[config.mk]
export PLATFORM = sky130hd
export DESIGN_NAME = flash_cmd_decoder
export DESIGN_NICKNAME = d
export VERILOG_FILES = /design/src/rtl/fcd_pkg.sv /design/src/rtl/fcd_cmd_match.sv /design/src/rtl/fcd_prog_latch.sv /design/src/rtl/flash_cmd_decoder.sv
export SDC_FILE = /design/constraint.sdc
export NUM_CORES = 1
export LEC_CHECK = 0
export BUFFER_PORTS_ARGS = -buffer_cell sky130_fd_sc_hd__buf_2
export CAP_MARGIN = 20
export CORE_MARGIN = 3
export CORE_UTILIZATION = 41
export DETAILED_ROUTE_END_ITERATION = 12
export SLEW_MARGIN = 20
export SYNTH_ARGS = -nofsm -noshare
export SYNTH_HDL_FRONTEND = slang
export SYNTH_SLANG_ARGS = --single-unit
[constraint.sdc]
create_clock -name clk_i -period 2.95 [get_ports clk_i]
set_clock_uncertainty 0.05 [all_clocks]
set_input_delay 0.1475 -clock clk_i [delete_from_list [all_inputs] [get_ports clk_i]]
set_output_delay 0.1475 -clock clk_i [all_outputs]
set_load 0.1 [all_outputs]
[src/rtl/fcd_pkg.sv]
package fcd_pkg;
  typedef enum logic [2:0] {
    M_READ = 3'd0, M_ASEL = 3'd1, M_QRY = 3'd2,
    M_BYP  = 3'd3, M_BUSY = 3'd4, M_ERR = 3'd5
  } mode_e;

  typedef enum logic [2:0] {
    S_IDLE, S_U1, S_U2, S_PGM, S_FAST, S_BPG, S_BEX
  } seq_e;

  localparam logic [7:0] CD_RST   = 8'hF0;
  localparam logic [7:0] CD_PGM   = 8'hA0;
  localparam logic [7:0] CD_ASEL  = 8'h90;
  localparam logic [7:0] CD_BYP   = 8'h20;
  localparam logic [7:0] CD_FAST4 = 8'h56;
  localparam logic [7:0] CD_FAST2 = 8'h50;
  localparam logic [7:0] CD_BEXIT = 8'h00;
endpackage

[src/rtl/fcd_cmd_match.sv]
module fcd_cmd_match (
  input  logic [12:0] addr_i,
  input  logic [7:0]  data_i,
  input  logic        byte_mode_i,
  output logic        u1_o,
  output logic        u2_o,
  output logic        qry_o,
  output logic        at_u1_o
);
  logic [11:0] key;

  // byte addressing shifts the command key up by one bit
  assign key     = byte_mode_i ? addr_i[12:1] : addr_i[11:0];
  assign at_u1_o = (key == 12'h555);
  assign u1_o    = at_u1_o && (data_i == 8'hAA);
  assign u2_o    = (key == 12'h2AA) && (data_i == 8'h55);
  assign qry_o   = (key == 12'h055) && (data_i == 8'h98);
endmodule

[src/rtl/fcd_prog_latch.sv]
module fcd_prog_latch #(
  parameter int ADDR_W = 22,
  parameter int DATA_W = 16,
  parameter int NSLOT  = 4,
  localparam int IDX_W = $clog2(NSLOT)
) (
  input  logic                      clk_i,
  input  logic                      rst_ni,
  input  logic                      we_i,
  input  logic [IDX_W-1:0]          idx_i,
  input  logic [ADDR_W-1:0]         addr_i,
  input  logic [DATA_W-1:0]         data_i,
  input  logic [2:0]                len_i,
  output logic [NSLOT*ADDR_W-1:0]   addr_o,
  output logic [NSLOT*DATA_W-1:0]   data_o,
  output logic                      grp_ok_o
);
  logic [ADDR_W-1:0] slot_addr [NSLOT];
  logic [ADDR_W-1:0] free_mask;

  for (genvar g = 0; g < NSLOT; g++) begin : g_slot
    logic [DATA_W-1:0] d_q;
    always_ff @(posedge clk_i or negedge rst_ni) begin
      if (!rst_ni) begin
        slot_addr[g] <= '0;
        d_q          <= '0;
      end else if (we_i && idx_i == IDX_W'(g)) begin
        slot_addr[g] <= addr_i;
        d_q          <= data_i;
      end
    end
    assign addr_o[g*ADDR_W +: ADDR_W] = slot_addr[g];
    assign data_o[g*DATA_W +: DATA_W] = d_q;
  end

  // four-unit group may vary in bits 1:0, two-unit group only in bit 0
  assign free_mask = (len_i == 3'd4) ? ADDR_W'(3) : ADDR_W'(1);
  assign grp_ok_o  = ((addr_i ^ slot_addr[0]) & ~free_mask) == '0;
endmodule

[src/rtl/flash_cmd_decoder.sv]
module flash_cmd_decoder
  import fcd_pkg::*;
#(
  parameter int ADDR_W = 22,
  parameter int DATA_W = 16,
  parameter int BANK_W = 1,
  localparam int NSLOT = 4,
  localparam int IDX_W = $clog2(NSLOT)
) (
  input  logic                    clk_i,
  input  logic                    rst_ni,
  input  logic                    wr_en_i,
  input  logic [ADDR_W-1:0]       addr_i,
  input  logic [DATA_W-1:0]       data_i,
  input  logic                    byte_mode_i,
  input  logic                    eng_done_i,
  input  logic                    eng_fail_i,
  output logic [2:0]              mode_o,
  output logic [BANK_W-1:0]       asel_bank_o,
  output logic                    prog_start_o,
  output logic [2:0]              prog_len_o,
  output logic [NSLOT*ADDR_W-1:0] prog_addr_o,
  output logic [NSLOT*DATA_W-1:0] prog_data_o
);
  mode_e             mode_q, mode_d, qret_q, qret_d, fail_mode, rst_mode;
  seq_e              seq_q, seq_d;
  logic [BANK_W-1:0] bank_q, bank_d;
  logic [2:0]        len_q, len_d;
  logic [IDX_W-1:0]  idx_q, idx_d, lat_idx;
  logic              bret_q, bret_d, start_q, start_d, lat_we;
  logic              u1, u2, qry, at_u1, grp_ok;
  logic [7:0]        cd;

  assign cd = data_i[7:0];

  fcd_cmd_match u_match (
    .addr_i(addr_i[12:0]), .data_i(cd), .byte_mode_i(byte_mode_i),
    .u1_o(u1), .u2_o(u2), .qry_o(qry), .at_u1_o(at_u1)
  );

  assign lat_idx = (seq_q == S_FAST) ? idx_q : '0;

  fcd_prog_latch #(.ADDR_W(ADDR_W), .DATA_W(DATA_W), .NSLOT(NSLOT)) u_latch (
    .clk_i(clk_i), .rst_ni(rst_ni), .we_i(lat_we), .idx_i(lat_idx),
    .addr_i(addr_i), .data_i(data_i), .len_i(len_q),
    .addr_o(prog_addr_o), .data_o(prog_data_o), .grp_ok_o(grp_ok)
  );

  assign fail_mode = (mode_q == M_ERR) ? M_ERR : M_READ;
  assign rst_mode  = (mode_q == M_QRY) ? qret_q : M_READ;

  always_comb begin
    mode_d = mode_q; seq_d = seq_q; qret_d = qret_q; bank_d = bank_q;
    len_d = len_q; idx_d = idx_q; bret_d = bret_q;
    start_d = 1'b0; lat_we = 1'b0;
    if (mode_q == M_BUSY) begin
      seq_d = S_IDLE;
      if (eng_done_i) mode_d = eng_fail_i ? M_ERR : (bret_q ? M_BYP : M_READ);
    end else if (wr_en_i) begin
      seq_d = S_IDLE;
      case (seq_q)
        S_IDLE: begin
          if (mode_q == M_BYP) begin
            if (cd == CD_PGM)       seq_d = S_BPG;
            else if (cd == CD_ASEL) seq_d = S_BEX;
          end else if (cd == CD_RST) mode_d = rst_mode;
          else if (u1) seq_d = S_U1;
          else if (qry && (mode_q == M_READ || mode_q == M_ASEL)) begin
            qret_d = mode_q; mode_d = M_QRY;
          end else if (mode_q == M_READ && at_u1 && (cd == CD_FAST4 || cd == CD_FAST2)) begin
            seq_d = S_FAST; len_d = (cd == CD_FAST4) ? 3'd4 : 3'd2; idx_d = '0;
          end else mode_d = fail_mode;
        end
        S_U1: begin
          if (u2) seq_d = S_U2;
          else    mode_d = fail_mode;
        end
        S_U2: begin
          if (cd == CD_RST) mode_d = rst_mode;
          else if (cd == CD_PGM && at_u1 && mode_q == M_READ) seq_d = S_PGM;
          else if (cd == CD_ASEL && at_u1 && (mode_q == M_READ || mode_q == M_ASEL)) begin
            mode_d = M_ASEL; bank_d = addr_i[ADDR_W-1 -: BANK_W];
          end else if (cd == CD_BYP && at_u1 && mode_q == M_READ) mode_d = M_BYP;
          else mode_d = fail_mode;
        end
        S_PGM, S_BPG: begin
          lat_we = 1'b1; len_d = 3'd1; start_d = 1'b1; mode_d = M_BUSY;
          bret_d = (seq_q == S_BPG);
        end
        S_FAST: begin
          if (idx_q != '0 && !grp_ok) mode_d = M_READ;
          else begin
            lat_we = 1'b1;
            if ({1'b0, idx_q} == len_q - 3'd1) begin
              start_d = 1'b1; mode_d = M_BUSY; bret_d = 1'b0;
            end else begin
              idx_d = idx_q + 1'b1; seq_d = S_FAST;
            end
          end
        end
        S_BEX: if (cd == CD_BEXIT) mode_d = M_READ;
        default: mode_d = fail_mode;
      endcase
    end
  end

  always_ff @(posedge clk_i or negedge rst_ni) begin
    if (!rst_ni) begin
      mode_q <= M_READ; seq_q <= S_IDLE; qret_q <= M_READ; bank_q <= '0;
      len_q <= 3'd1; idx_q <= '0; bret_q <= 1'b0; start_q <= 1'b0;
    end else begin
      mode_q <= mode_d; seq_q <= seq_d; qret_q <= qret_d; bank_q <= bank_d;
      len_q <= len_d; idx_q <= idx_d; bret_q <= bret_d; start_q <= start_d;
    end
  end

  assign mode_o       = mode_q;
  assign asel_bank_o  = bank_q;
  assign prog_start_o = start_q;
  assign prog_len_o   = len_q;

  AST_START_IN_BUSY: assert property (@(posedge clk_i) disable iff (!rst_ni)
    prog_start_o |-> mode_o == 3'd4);
  AST_START_PULSE: assert property (@(posedge clk_i) disable iff (!rst_ni)
    prog_start_o |=> !prog_start_o);
  AST_LEN_LEGAL: assert property (@(posedge clk_i) disable iff (!rst_ni)
    prog_start_o |-> $countones(prog_len_o) == 1);
  AST_BUSY_HOLD: assert property (@(posedge clk_i) disable iff (!rst_ni)
    (mode_q == M_BUSY && !eng_done_i) |=> mode_q == M_BUSY);
  AST_ERR_ONLY_ON_FAIL: assert property (@(posedge clk_i) disable iff (!rst_ni)
    (mode_q != M_ERR && !(eng_done_i && eng_fail_i)) |=> mode_q != M_ERR);
  AST_BYP_KEEPS_F0: assert property (@(posedge clk_i) disable iff (!rst_ni)
    (mode_q == M_BYP && seq_q == S_IDLE && wr_en_i && cd == CD_RST) |=> mode_q == M_BYP);
  AST_ASEL_STICKY: assert property (@(posedge clk_i) disable iff (!rst_ni)
    (mode_q == M_ASEL && !wr_en_i) |=> mode_q == M_ASEL);
endmodule

==> results.ini <==
[synthesis]
synth_top_area_cell=dfrtp_1
avgSynthCellArea_sq_um=13.3
yosys.area.top_type_share_pct=55.4
synthesis.area_sq_um=7590
synth_seq_area_share_pct=55.7
synthDistinctLibCells=57
synth_ff_type=dfrtp_1
synthesis.nets=620
async_flop_share_pct=100
synth-seq-cells=169
synthCells=573
yosysWarnings=0
synth_edf_count=0
ys_top_cells_by_area=dfrtp_1 55%, mux2_2 16%, mux2_1 7.3%

[clocking]
cts_tree=built
cts.repair.resized=0
clockBufferDepth=2
htree_levels=4
post-cts-setup-buffers=0
clock_latency_ps=420
clkSinkCount=169
root_buffer=clkbuf_16
cts_buffers=17
clkTransAtPathRegs_ps=60

[global_routing]
grt_overflow_total=0
grt_pass1_wl_um=32600
antenna_found_initial=0
grt_pass1_vias=5910
grtUsageTotal_pct=20.4
grt_max_degree=78

[worst_setup_path]
worstPathBufferInverterCount=3
worstSetupPathType=primary input to flop
rr_worst_depth=8
path_delay_family=buffers and inverters
crit_end=u_latch.g_slot[3].d_q[3]
crit_chain=dlygate4sd3_1 > buf_2 > xnor2_1 > nand4_1 > nor4_1 > a31o_2 > nand2_2 > nor4_4 > buf_4 > mux2_2
cp_slowest_cell=dlygate4sd3_1
arrival_ps=2960
worstReg2RegEnd=u_latch.g_slot[3].d_q[3]
startpoint_type=primary input
cp_max_fo=20
r2r_start=u_latch.addr_o[18]
rrSetupSlack_ps=270
cp_slowest_stage_delay_ps=540
critical_path.startpoint=addr_i[12]
required_ps=3210
cp.depth=10
endpoint_kind=flop

[sta]
setup_violations=0
layout_min_cycle_time_ps=2700
final_max_slew_viol_count=0
slew-limit-headroom_pct=52.0
tightest_slew_ps=720
setup_tns_ps=0
finalCritPeriodShare_pct=91.5
fmax_mhz=370
fin_hold_ws_ps=13.8
hold_violations=0
rsz0062_at_grt=false

[cells_and_area]
final_area_sq_um=9670
finalNetCount=845
drive_above_1_share_pct=46.2
area_growth_pct=27.4
diodes=0
utilization_pct=53.5

[floorplan]
die_area_sq_um=20200
dieWidth_um=142
start_util_pct=42.0
ios=204
core_sq_um=18100
die_y_um=142
rows=49

[detailed_routing]
wl_met3_um=1590
ant_nets=0
post_drt_wl_per_cell_um=19.2
viasPerCell=5.31
wl_met2_um=9770
drt-pass1-iter-count=4
drc_errors=0
top_layer=met4
via_count=5512
drt_iter0_drc=271
wl_um=20000
met1_length_um=8310

[placed_design]
place.gp.congestion=0.864
dpl_cell_area_sq_um=8890
place_hpwl_um=14800
io_buffers=203

[pwr]
power-per-cell-area_nw_per_um2=517
p_leak_uw=0.00525
ir_worst_vdd_mv=0.384

[flow_run]
drv_cap=0

[min_path]
holdPathStages=2
hold_path_class=primary input to flop

[run_status]
run_status=finished clean

==> through the flow <==
stage,total power [uW],worst slack (ps),std cells
after global placement,2820,344,988
after global routing,5210,18.2,1039
after CTS,5060,252,1039
final,5000,250,1039
after detailed placement,2820,265,988
after floorplan,2630,59.4,573
==> cell families after synthesis <==
| family | count (synthesis) | share of synthesized area [%] |
|---|---|---|
| flops | 169 | 55.7 |
| buf+inv | 48 | 3.81 |
| xor+xnor | 26 | 3.00 |
| compound gates | 50 | 4.63 |
| fa+ha+maj | 3 | 0.494 |
| simple gates | 116 | 8.54 |
| mux | 161 | 23.8 |
==> sequential cells by signal, summed over array words and instances (netlist names) <==
| register | cells |
|---|---|
| u_latch.addr_o | 88 |
| u_latch.g_slot.d_q | 64 |
| mode_o | 3 |
| prog_len_o | 3 |
| qret_q | 3 |
| seq_q | 3 |
| idx_q | 2 |
| asel_bank_o | 1 |
| bret_q | 1 |
| prog_start_o | 1 |
==> Yosys cell counts, types with 2 or more instances <==
library cell / instances
or3_1: 4
ha_1: 3
a211o_1: 2
dfrtp_1: 168
mux2_2: 108
o31ai_1: 3
mux2_1: 49
nand4_1: 9
a31oi_1: 5
nand2_1: 22
buf_2: 11
nor4_2: 4
mux2i_1: 4
o21ai_1: 2
o22ai_1: 3
o311ai_0: 3
nand2b_1: 6
a211oi_1: 2
nand3_1: 6
a21oi_1: 9
buf_4: 5
nor4b_1: 5
nor3_1: 14
clkbuf_1: 11
buf_6: 7
o21ai_0: 7
nor2_1: 21
and3_1: 2
nor2b_1: 2
buf_8: 2
a221oi_1: 2
xor2_1: 11
and2_1: 3
or3b_2: 2
inv_1: 11
xnor2_1: 15
nor4_1: 10
==> worst min-delay path by stage <==
stage / endpoint / start / slack [ps]
floorplan: asel_bank_o / rst_ni / -200
global placement: u_latch.addr_o[36] / rst_ni / 170
detailed placement: u_latch.addr_o[36] / rst_ni / 180
CTS: u_latch.addr_o[21] / addr_i[21] / 7
global route: u_latch.addr_o[21] / addr_i[21] / 20
finish: u_latch.g_slot[0].d_q[3] / data_i[3] / 10
==> report_power, final <==
part	internal, uW	switching (uW)
Sequential	2330	3.97
Combinational	148	320
Clock	1280	925
==> cells in the final DEF, fill, tap and decap left out, drive strengths merged, types with 2 or more instances in the layout <==
master       instances
a21oi                9
o22ai                3
bufinv               2
o311ai               3
or3b                 2
clkinv               7
nand4                9
xor2                11
nor3                14
nand2               23
a211oi               3
xnor2               15
ha                   3
or3                  4
o31ai                3
clkbuf              18
a211o                2
mux2               157
and2                 3
dfrtp              168
nor4b                5
inv                 15
dlygate4sd3         20
mux2i                4
nor2                21
buf                223
o21ai                9
and3                 2
a22oi                2
a31oi                5
nand3                6
a221oi               2
nor4                14
nor2b                2
nand2b               6
==> layer usage <==
layer | vias to the layer above | global-route usage, %
li1 | 2525 | -
met1 | 2778 | 25.9
met2 | 188 | 33.7
met3 | 21 | 6.59
met4 | 0 | 5.81
met5 | - | 0
==> final cells by class <==
class,instances,area (sq um)
Tap cell,229,287
Fill cell,1525,8410
Clock inverter,13,144
Multi-Input combinational cell,356,3110
Timing Repair Buffer,243,1420
Inverter,11,41.3
Clock buffer,18,439
Sequential cell,169,4230
==> worst register-to-register path: stages, from the launching register on <==
cell     delay, ps
dfrtp_1        400
xnor2_1        180
nand4_1        210
nor4_1         220
a31o_2         280
nand2_2        170
nor4_4         280
buf_4          380
mux2_2         380
==> what timing repair did <==
action,in CTS,in global routing
hold buffers,20,0
hold endpoints to repair,139,0
setup endpoints to repair,0,0
Note: power is estimated with default switching activity, not from simulation.
